## src/rtl/pgp_pkg.sv

```systemverilog
package pgp_pkg;

  // Snapshot of every condition that gates the power-good output.
  typedef struct packed {
    logic rail3;
    logic rail5;
    logic pgi;
    logic off;
    logic fault;
  } pg_cond_t;

  // Counter width that can hold the value n.
  function automatic int unsigned cnt_bits(input int unsigned n);
    return (n < 2) ? 1 : $clog2(n + 1);
  endfunction

endpackage

```

## src/rtl/pgp_deglitch.sv

```systemverilog
module pgp_deglitch #(
  parameter int unsigned HOLD = 8
) (
  input  logic clk,
  input  logic rst_n,
  input  logic raw,
  output logic filt
);
  localparam int unsigned CW = pgp_pkg::cnt_bits(HOLD);

  generate
    if (HOLD == 0) begin : g_pass
      assign filt = raw;
    end else if (HOLD == 1) begin : g_reg
      logic filt_q;
      always_ff @(posedge clk or negedge rst_n) begin
        if (!rst_n) filt_q <= 1'b0;
        else        filt_q <= raw;
      end
      assign filt = filt_q;
    end else begin : g_count
      logic          filt_q;
      logic [CW-1:0] diff_cnt;
      always_ff @(posedge clk or negedge rst_n) begin
        if (!rst_n) begin
          filt_q   <= 1'b0;
          diff_cnt <= '0;
        end else if (raw == filt_q) begin
          diff_cnt <= '0;
        end else if (diff_cnt == CW'(HOLD - 1)) begin
          filt_q   <= raw;
          diff_cnt <= '0;
        end else begin
          diff_cnt <= diff_cnt + 1'b1;
        end
      end
      assign filt = filt_q;
    end
  endgenerate

endmodule

```

## src/rtl/pgp_qual_timer.sv

```systemverilog
module pgp_qual_timer #(
  parameter int unsigned QUAL = 16
) (
  input  logic clk,
  input  logic rst_n,
  input  logic good,
  output logic qualified
);
  localparam int unsigned CW = pgp_pkg::cnt_bits(QUAL);

  logic done_q;

  generate
    if (QUAL <= 1) begin : g_short
      always_ff @(posedge clk or negedge rst_n) begin
        if (!rst_n) done_q <= 1'b0;
        else        done_q <= good;
      end
    end else begin : g_long
      logic [CW-1:0] run_cnt;
      always_ff @(posedge clk or negedge rst_n) begin
        if (!rst_n) begin
          run_cnt <= '0;
          done_q  <= 1'b0;
        end else if (!good) begin
          run_cnt <= '0;
          done_q  <= 1'b0;
        end else if (!done_q) begin
          if (run_cnt == CW'(QUAL - 1)) done_q <= 1'b1;
          else                          run_cnt <= run_cnt + 1'b1;
        end
      end
    end
  endgenerate

  assign qualified = done_q;

endmodule

```

## src/rtl/pgp_gate.sv

```systemverilog
module pgp_gate (
  input  pgp_pkg::pg_cond_t cond,
  output logic              all_good
);
  always_comb begin
    all_good = cond.rail3 & cond.rail5 & cond.pgi & ~cond.off & ~cond.fault;
  end
endmodule

```

## src/rtl/pgood_gen.sv

```systemverilog
module pgood_gen #(
  parameter int unsigned QUAL_CYCLES   = 15_000_000,
  parameter int unsigned GLITCH_CYCLES = 7_500
) (
  input  logic clk,
  input  logic rst_n,
  input  logic rail3v3_ok,
  input  logic rail5v_ok,
  input  logic pgi_raw,
  input  logic supply_off,
  input  logic fault_latched,
  output logic pg_out
);
  import pgp_pkg::*;

  logic     pgi_filt;
  logic     all_good;
  logic     qualified;
  pg_cond_t cond;

  pgp_deglitch #(.HOLD(GLITCH_CYCLES)) u_pgi_flt (
    .clk  (clk),
    .rst_n(rst_n),
    .raw  (pgi_raw),
    .filt (pgi_filt)
  );

  always_comb begin
    cond.rail3 = rail3v3_ok;
    cond.rail5 = rail5v_ok;
    cond.pgi   = pgi_filt;
    cond.off   = supply_off;
    cond.fault = fault_latched;
  end

  pgp_gate u_gate (
    .cond    (cond),
    .all_good(all_good)
  );

  pgp_qual_timer #(.QUAL(QUAL_CYCLES)) u_timer (
    .clk      (clk),
    .rst_n    (rst_n),
    .good     (all_good),
    .qualified(qualified)
  );

  // Rising needs the registered qualification; falling follows all_good at once.
  assign pg_out = all_good & qualified;

endmodule

```

## config.mk

```make
export PLATFORM = sky130hd
export DESIGN_NAME = pgood_gen
export DESIGN_NICKNAME = d
export VERILOG_FILES = /design/src/rtl/pgp_pkg.sv /design/src/rtl/pgp_deglitch.sv /design/src/rtl/pgp_qual_timer.sv /design/src/rtl/pgp_gate.sv /design/src/rtl/pgood_gen.sv
export SDC_FILE = /design/constraint.sdc
export NUM_CORES = 1
export LEC_CHECK = 0
export ABC_AREA = 1
export BUFFER_PORTS_ARGS = -buffer_cell sky130_fd_sc_hd__clkbuf_2
export CELL_PAD_IN_SITES_DETAIL_PLACEMENT = 1
export CELL_PAD_IN_SITES_GLOBAL_PLACEMENT = 1
export CORE_MARGIN = 2
export CORE_UTILIZATION = 25
export DETAILED_ROUTE_END_ITERATION = 16
export GPL_ROUTABILITY_DRIVEN = 0
export GPL_TIMING_DRIVEN = 0
export PLACE_DENSITY = 0.61
export SETUP_SLACK_MARGIN = 0.15
export SLEW_MARGIN = 40
export SYNTH_ARGS = -nofsm -noshare
export SYNTH_HDL_FRONTEND = slang
export SYNTH_HIERARCHICAL = 1
export SYNTH_SLANG_ARGS = --single-unit
```

## constraint.sdc

```tcl
create_clock -name clk -period 1.5 [get_ports clk]
set_input_delay 0.075 -clock clk [delete_from_list [all_inputs] [get_ports clk]]
set_output_delay 0.075 -clock clk [all_outputs]
set_load 0.02 [all_outputs]
```

Word level (Yosys, flattened, before mapping)
Index checks and enable logic that the tools add are counted.
{"block": "word_totals", "register_bits": 39, "input_bits": 7, "out_inout_bits": 1, "word_cells": 29}
{"block": "op_classes", "addsub": 2, "n_eq_ne": 5, "n_mux": 8, "bitwise": 8, "n_reduce_logical": 2}
{"operator": "$mux 24", "n": 3}
{"operator": "$mux 13", "n": 2}
{"operator": "$add 24x1->24 const B", "n": 1}
{"operator": "$eq 24x24->1 const B", "n": 1}
{"operator": "$add 13x1->13 const B", "n": 1}
{"operator": "$eq 13x13->1 const B", "n": 1}
{"operator": "$and 1x1->1", "n": 5}
{"operator": "$ne 2x2->1 const B", "n": 2}
{"operator": "$reduce_and 2->1", "n": 2}
{"operator": "$mux 1", "n": 3}
{"operator": "$not 1->1", "n": 3}
{"operator": "$eq 1x1->1", "n": 1}

Logic depth before layout (Yosys ltp)
{"block": "depth", "depth_word": 6, "ltp_mapped": 10, "ltp_nobuf": 9}

Hierarchy
The synthesis kept the hierarchy.
{"mod": "pgp_qual_timer", "instances": 1, "cells_per_inst": 267, "area_each_um2": 1744.2, "seq_area_each_um2": 625.6}
{"mod": "pgp_deglitch", "instances": 1, "cells_per_inst": 105, "area_each_um2": 797.0, "seq_area_each_um2": 350.3}
{"mod": "pgp_gate", "instances": 1, "cells_per_inst": 5, "area_each_um2": 27.5, "seq_area_each_um2": 0.0}
{"mod": "pgood_gen", "instances": 1, "cells_per_inst": 2, "area_each_um2": 7.5, "seq_area_each_um2": 0.0}

Worst setup path before layout
No wires, ideal clock.
{"block": "synth_timing", "kind": "reg-to-reg", "from": "register u_timer.g_long.run_cnt[0]", "to": "register u_timer.g_long.run_cnt[2]", "setup_ps": 126, "arrival_ps": 1331, "t_required_ps": 1374, "path_slack_ps": 43, "path_stages_with_launch": 10, "path_buffers": 1, "period_less_slack_ps": 1457, "path_cell_list": "dfrtp_1 ha_1 nand2_2 nor2_4 nand3_1 nor2_1 nand3_1 nand2_4 buf_6 o21ai_0"}
{"block": "synth_via", "elab_chain_len": 4, "word_cells_on_any_way": 7, "cone_classes": "1 x add/sub; 2 x eq/ne; 3 x mux; 1 x reduce/logical"}
{"item": "from (decl)", "line_no": "pgp_qual_timer.sv:20", "text": "logic [CW-1:0] run_cnt;"}
{"item": "from (signal assigned)", "line_no": "pgp_qual_timer.sv:30", "text": "else run_cnt <= run_cnt + 1'b1;"}
{"item": "$add 24x1->24", "line_no": "pgp_qual_timer.sv:30"}
{"item": "$mux 24", "line_no": "pgp_qual_timer.sv:29", "text": "if (run_cnt == CW'(QUAL - 1)) done_q <= 1'b1;"}
{"item": "$mux 24", "line_no": "pgp_qual_timer.sv:28", "text": "end else if (!done_q) begin"}
{"item": "$mux 24", "line_no": "pgp_qual_timer.sv:25", "text": "end else if (!good) begin"}
Several ways; a longest one is shown, not always the timed one. The select of a mux whose other input is x is not followed.
A chain may end at the register's enable or synchronous reset.

Worst setup path in the final report
{"block": "layout_timing", "from": "register u_timer.g_long.run_cnt[0]", "to": "register u_timer.g_long.run_cnt[20]"}
The elaborated chain is that of the path after synthesis.

==> run metrics <==
portion of the clock cycle consumed by the worst path in the final layout 108.3%; maximum achievable frequency just over 600 MHz; reg-to-reg setup timing slack -0.12 ns; leakage dissipation approximately 1.5 nW; largest fanout of any net on the critical path 5; area occupied by registers 978.4 µm²; classification of the worst setup path flop to flop; slowest cell on the critical path sky130_fd_sc_hd__dfrtp_1; initial core utilization between 20% and 30%; final-stage net count around 420; critical-path cell list ha_4 > nand2_4 > nor2_4 > nand3_2 > nor2_2 > nand3_2 > nand2_4 > buf_12 > buf_16 > nand2_2 > nand2_1; total routing usage reported by global routing between 10% and 20%; clock period minus worst slack approximately 1.6 ns; maximum resistive drop on vdd 0.4699 mV; number of hold-slack violations in the final timing report 0; core footprint between 0.01 and 0.015 mm²; critical path startpoint category flop; # setup viols final 25; # fillers 1271; skew final around 0.009 ns; data arrival time of the worst path 1.87 ns; Post-Layout Cell Count between 500 and 600; Clock Latency Late Sink around 0.30 ns; worst hold-check slack 0.07330 ns; multi-input logic area ~0.0016 mm²; die width around 110 µm; wire length per cell after detailed routing 14.52 µm; count of TritonRoute iterations in the first routing pass 4; total wire length ~7.9 mm; area of the mapped netlist roughly 0.0026 mm²; Clock Sinks 39; failing checks negative setup slack; antenna violations before repair 0; yosys synthesis warning count 6; clock slew seen by the registers of the worst setup and hold paths 0.09 ns; count of vias placed by the detailed router approximately 2500; data required time at the worst endpoint between 1.5 and 2 ns; initial drt markers ~110; Gate power share about 5.3%; Area growth, synth to finish 28.36%; via count of the first global-routing pass approximately 2700; Post-Synthesis Mean Instance Area 6.797 µm²; power density relative to cell area roughly 650 mW/mm²; post-route total power between 2 and 2.5 mW; largest net degree at the start of global routing 40; proportion of layout cells with a drive suffix above 1 around a quarter; clock buffer depth 2; unrepaired setup endpoints after global routing true; Worst slew margin around 60%; CTS H-Tree Depth 2; Critical Path Max Stage Delay roughly 0.42 ns; CTS tree yes; I/O pin cnt 8; relative contribution of sequential cells to total power 50.4%; Via density approximately 4.6; least setup slack across all paths after layout -0.1246 ns; number of different library cells in the post-synthesis netlist 29; cell area after placement 0.002799 mm²; post-route DRC violation count 0; die area approximately 0.011 mm²; #FFs+latches synth 39; min-delay worst type primary input to flop; Layout Cell Area excl Fill around 0.0033 mm²; maximum capacitance violations 0; PortBufs 7; CP Capture Type flop; switching power share of the total between 20% and 30%; global route total overflow 0; register area share after synthesis around 38%; run status finished with violations; Synthesized Nets 388; Final HPWL DP 5.458 mm; first-pass GRT wire length 13.20 mm; Max Transition Viols Final 0; number of antenna-violating nets in the routed design 0; Die H between 100 and 150 µm; share of total power in the clock network between 40% and 50%; number of antenna repair diodes 0; total clock buffers created by CTS 5; slew at the pin closest to its max-slew limit 0.6024 ns; number of core rows 37; switching power summed over all nets around 510 µW; cell count after synthesis 379; Post-Place Setup Slack -0.2625 ns; Int Pwr between 1.5 and 2 mW; cell chosen for the clock root sky130_fd_sc_hd__clkbuf_8; Post-Place Cells 522
worst max-delay path: cells and delay by family, from the launching register on:
kind / cells / cell delay, ns
adders and majority gates: 1 / 0.18
buffers and inverters: 2 / 0.23
DFF: 1 / 0.42
and+or+nand+nor: 8 / 0.75
cells in the final DEF (no fill, tap or decap), types with 4 or more instances in the layout:
cell type and instances:
sky130_fd_sc_hd__nand2_1 97, sky130_fd_sc_hd__nor2_1 47, sky130_fd_sc_hd__inv_1 43, sky130_fd_sc_hd__dfrtp_1 37
sky130_fd_sc_hd__nand3_1 35, sky130_fd_sc_hd__nand2_2 21, sky130_fd_sc_hd__nor2_2 16, sky130_fd_sc_hd__nand4_1 14
sky130_fd_sc_hd__buf_4 12, sky130_fd_sc_hd__o21ai_1 7, sky130_fd_sc_hd__clkbuf_8 6, sky130_fd_sc_hd__nand2_4 6
sky130_fd_sc_hd__xor2_1 6, sky130_fd_sc_hd__clkbuf_2 5, sky130_fd_sc_hd__nand3_2 5, sky130_fd_sc_hd__o21ai_2 5
sky130_fd_sc_hd__o21ai_0 4
worst paths after layout:
path | start | endpoint | cells after the start
min in group asynchronous | rst_n | u_timer/g_long.run_cnt[17] | 2
worst min register to register | u_pgi_flt/g_count.diff_cnt[0] | u_pgi_flt/g_count.diff_cnt[0] | 1
worst min-delay path | pgi_raw | u_pgi_flt/filt | 3
worst max-delay path | u_timer/g_long.run_cnt[0] | u_timer/g_long.run_cnt[20] | 11
max in group asynchronous | rst_n | u_timer/g_long.run_cnt[7] | 2
worst max register to register | u_timer/g_long.run_cnt[0] | u_timer/g_long.run_cnt[20] | 11
area by class of cell:
type	instances	share of cell area, %
buffer	8	2.384
clock buffer	6	2.497
timing repair buffer	23	6.735
tap	136	5.146
clock inverter	2	1.059
multi-input combinational	288	47.48
inverter	45	5.108
sequential	39	29.59
stage by stage:
stage          util (%)  setup TNS [ns]
6_report          32.47          -2.009
2_1_floorplan         -               0
3_3_place_gp      27.46          -4.713
4_1_cts           30.70          -2.425
3_5_place_dp      27.48          -5.365
5_1_grt           32.47          -4.345
flip-flops by register name (all words and copies together), names as in the netlist:
| name | flops |
|---|---|
| u_timer/g_long.run_cnt | 24 |
| u_pgi_flt/g_count.diff_cnt | 13 |
| u_pgi_flt/filt | 1 |
| u_timer/qualified | 1 |
cells in the mapped netlist:
cell type | count | area share (%)
sky130_fd_sc_hd__o21bai_1 | 2 | 0.58
sky130_fd_sc_hd__nand2_4 | 1 | 0.44
sky130_fd_sc_hd__nor3_2 | 2 | 0.78
sky130_fd_sc_hd__nand3_2 | 4 | 1.6
sky130_fd_sc_hd__inv_1 | 44 | 6.4
sky130_fd_sc_hd__inv_2 | 1 | 0.15
sky130_fd_sc_hd__nor2_2 | 5 | 1.2
sky130_fd_sc_hd__o21ai_2 | 3 | 1.0
sky130_fd_sc_hd__buf_2 | 2 | 0.39
sky130_fd_sc_hd__dfrtp_1 | 39 | 38
sky130_fd_sc_hd__o21ai_0 | 13 | 2.5
sky130_fd_sc_hd__nand2_1 | 119 | 17
sky130_fd_sc_hd__xnor2_1 | 2 | 0.68
sky130_fd_sc_hd__nor2_1 | 59 | 8.6
sky130_fd_sc_hd__a21oi_1 | 2 | 0.39
sky130_fd_sc_hd__or2_2 | 1 | 0.24
sky130_fd_sc_hd__xor2_2 | 1 | 0.63
sky130_fd_sc_hd__nand2_2 | 4 | 0.97
sky130_fd_sc_hd__buf_1 | 2 | 0.29
sky130_fd_sc_hd__nand3b_1 | 2 | 0.58
sky130_fd_sc_hd__nand3_1 | 38 | 7.4
sky130_fd_sc_hd__nor2_4 | 2 | 0.87
sky130_fd_sc_hd__nand4_1 | 14 | 3.4
sky130_fd_sc_hd__and2_1 | 2 | 0.49
sky130_fd_sc_hd__ha_1 | 2 | 0.97
sky130_fd_sc_hd__buf_4 | 1 | 0.29
sky130_fd_sc_hd__buf_6 | 3 | 1.3
sky130_fd_sc_hd__nor3_1 | 3 | 0.58
sky130_fd_sc_hd__xor2_1 | 6 | 2.0
power by group through the flow:
stage	sequential (mW)	clock, mW	combinational [mW]
floorplan	1.10	0	0.0485
global placement	1.10	0	0.0943
detailed placement	1.10	0	0.0976
CTS	1.08	1.00	0.105
global route	1.09	1.02	0.133
finish	1.09	0.953	0.114
per-layer routing:
layer  track usage, %  wire (µm)
met1            18.50       3603
met2            26.27       4066
met3            2.350        121
met4            4.981        153
met5                0          0
cells by family (layout without fill, tap and decap cells):
group                      after synthesis  after routing  synth area share (%)
and+or+nand+nor                        256            257                 44.44
adders and majority gates                2              2                0.9712
xor gates and xnor gates                 9              9                 3.351
buffers and inverters                   53             84                 8.839
DFF                                     39             39                 37.88
AOI/OAI and AO/OA                       20             20                 4.517
timing repair:
action | CTS | global route
hold endpoints to repair | 39 | 0
endpoints found under the setup margin | 32 | 36
hold buffers | 1 | 0
resized for setup | 32 | 39
gates cloned | 3 | 0
pin swaps | 4 | 12
setup buffers | 8 | 5
No activity file was read; power rests on OpenSTA's default activity.
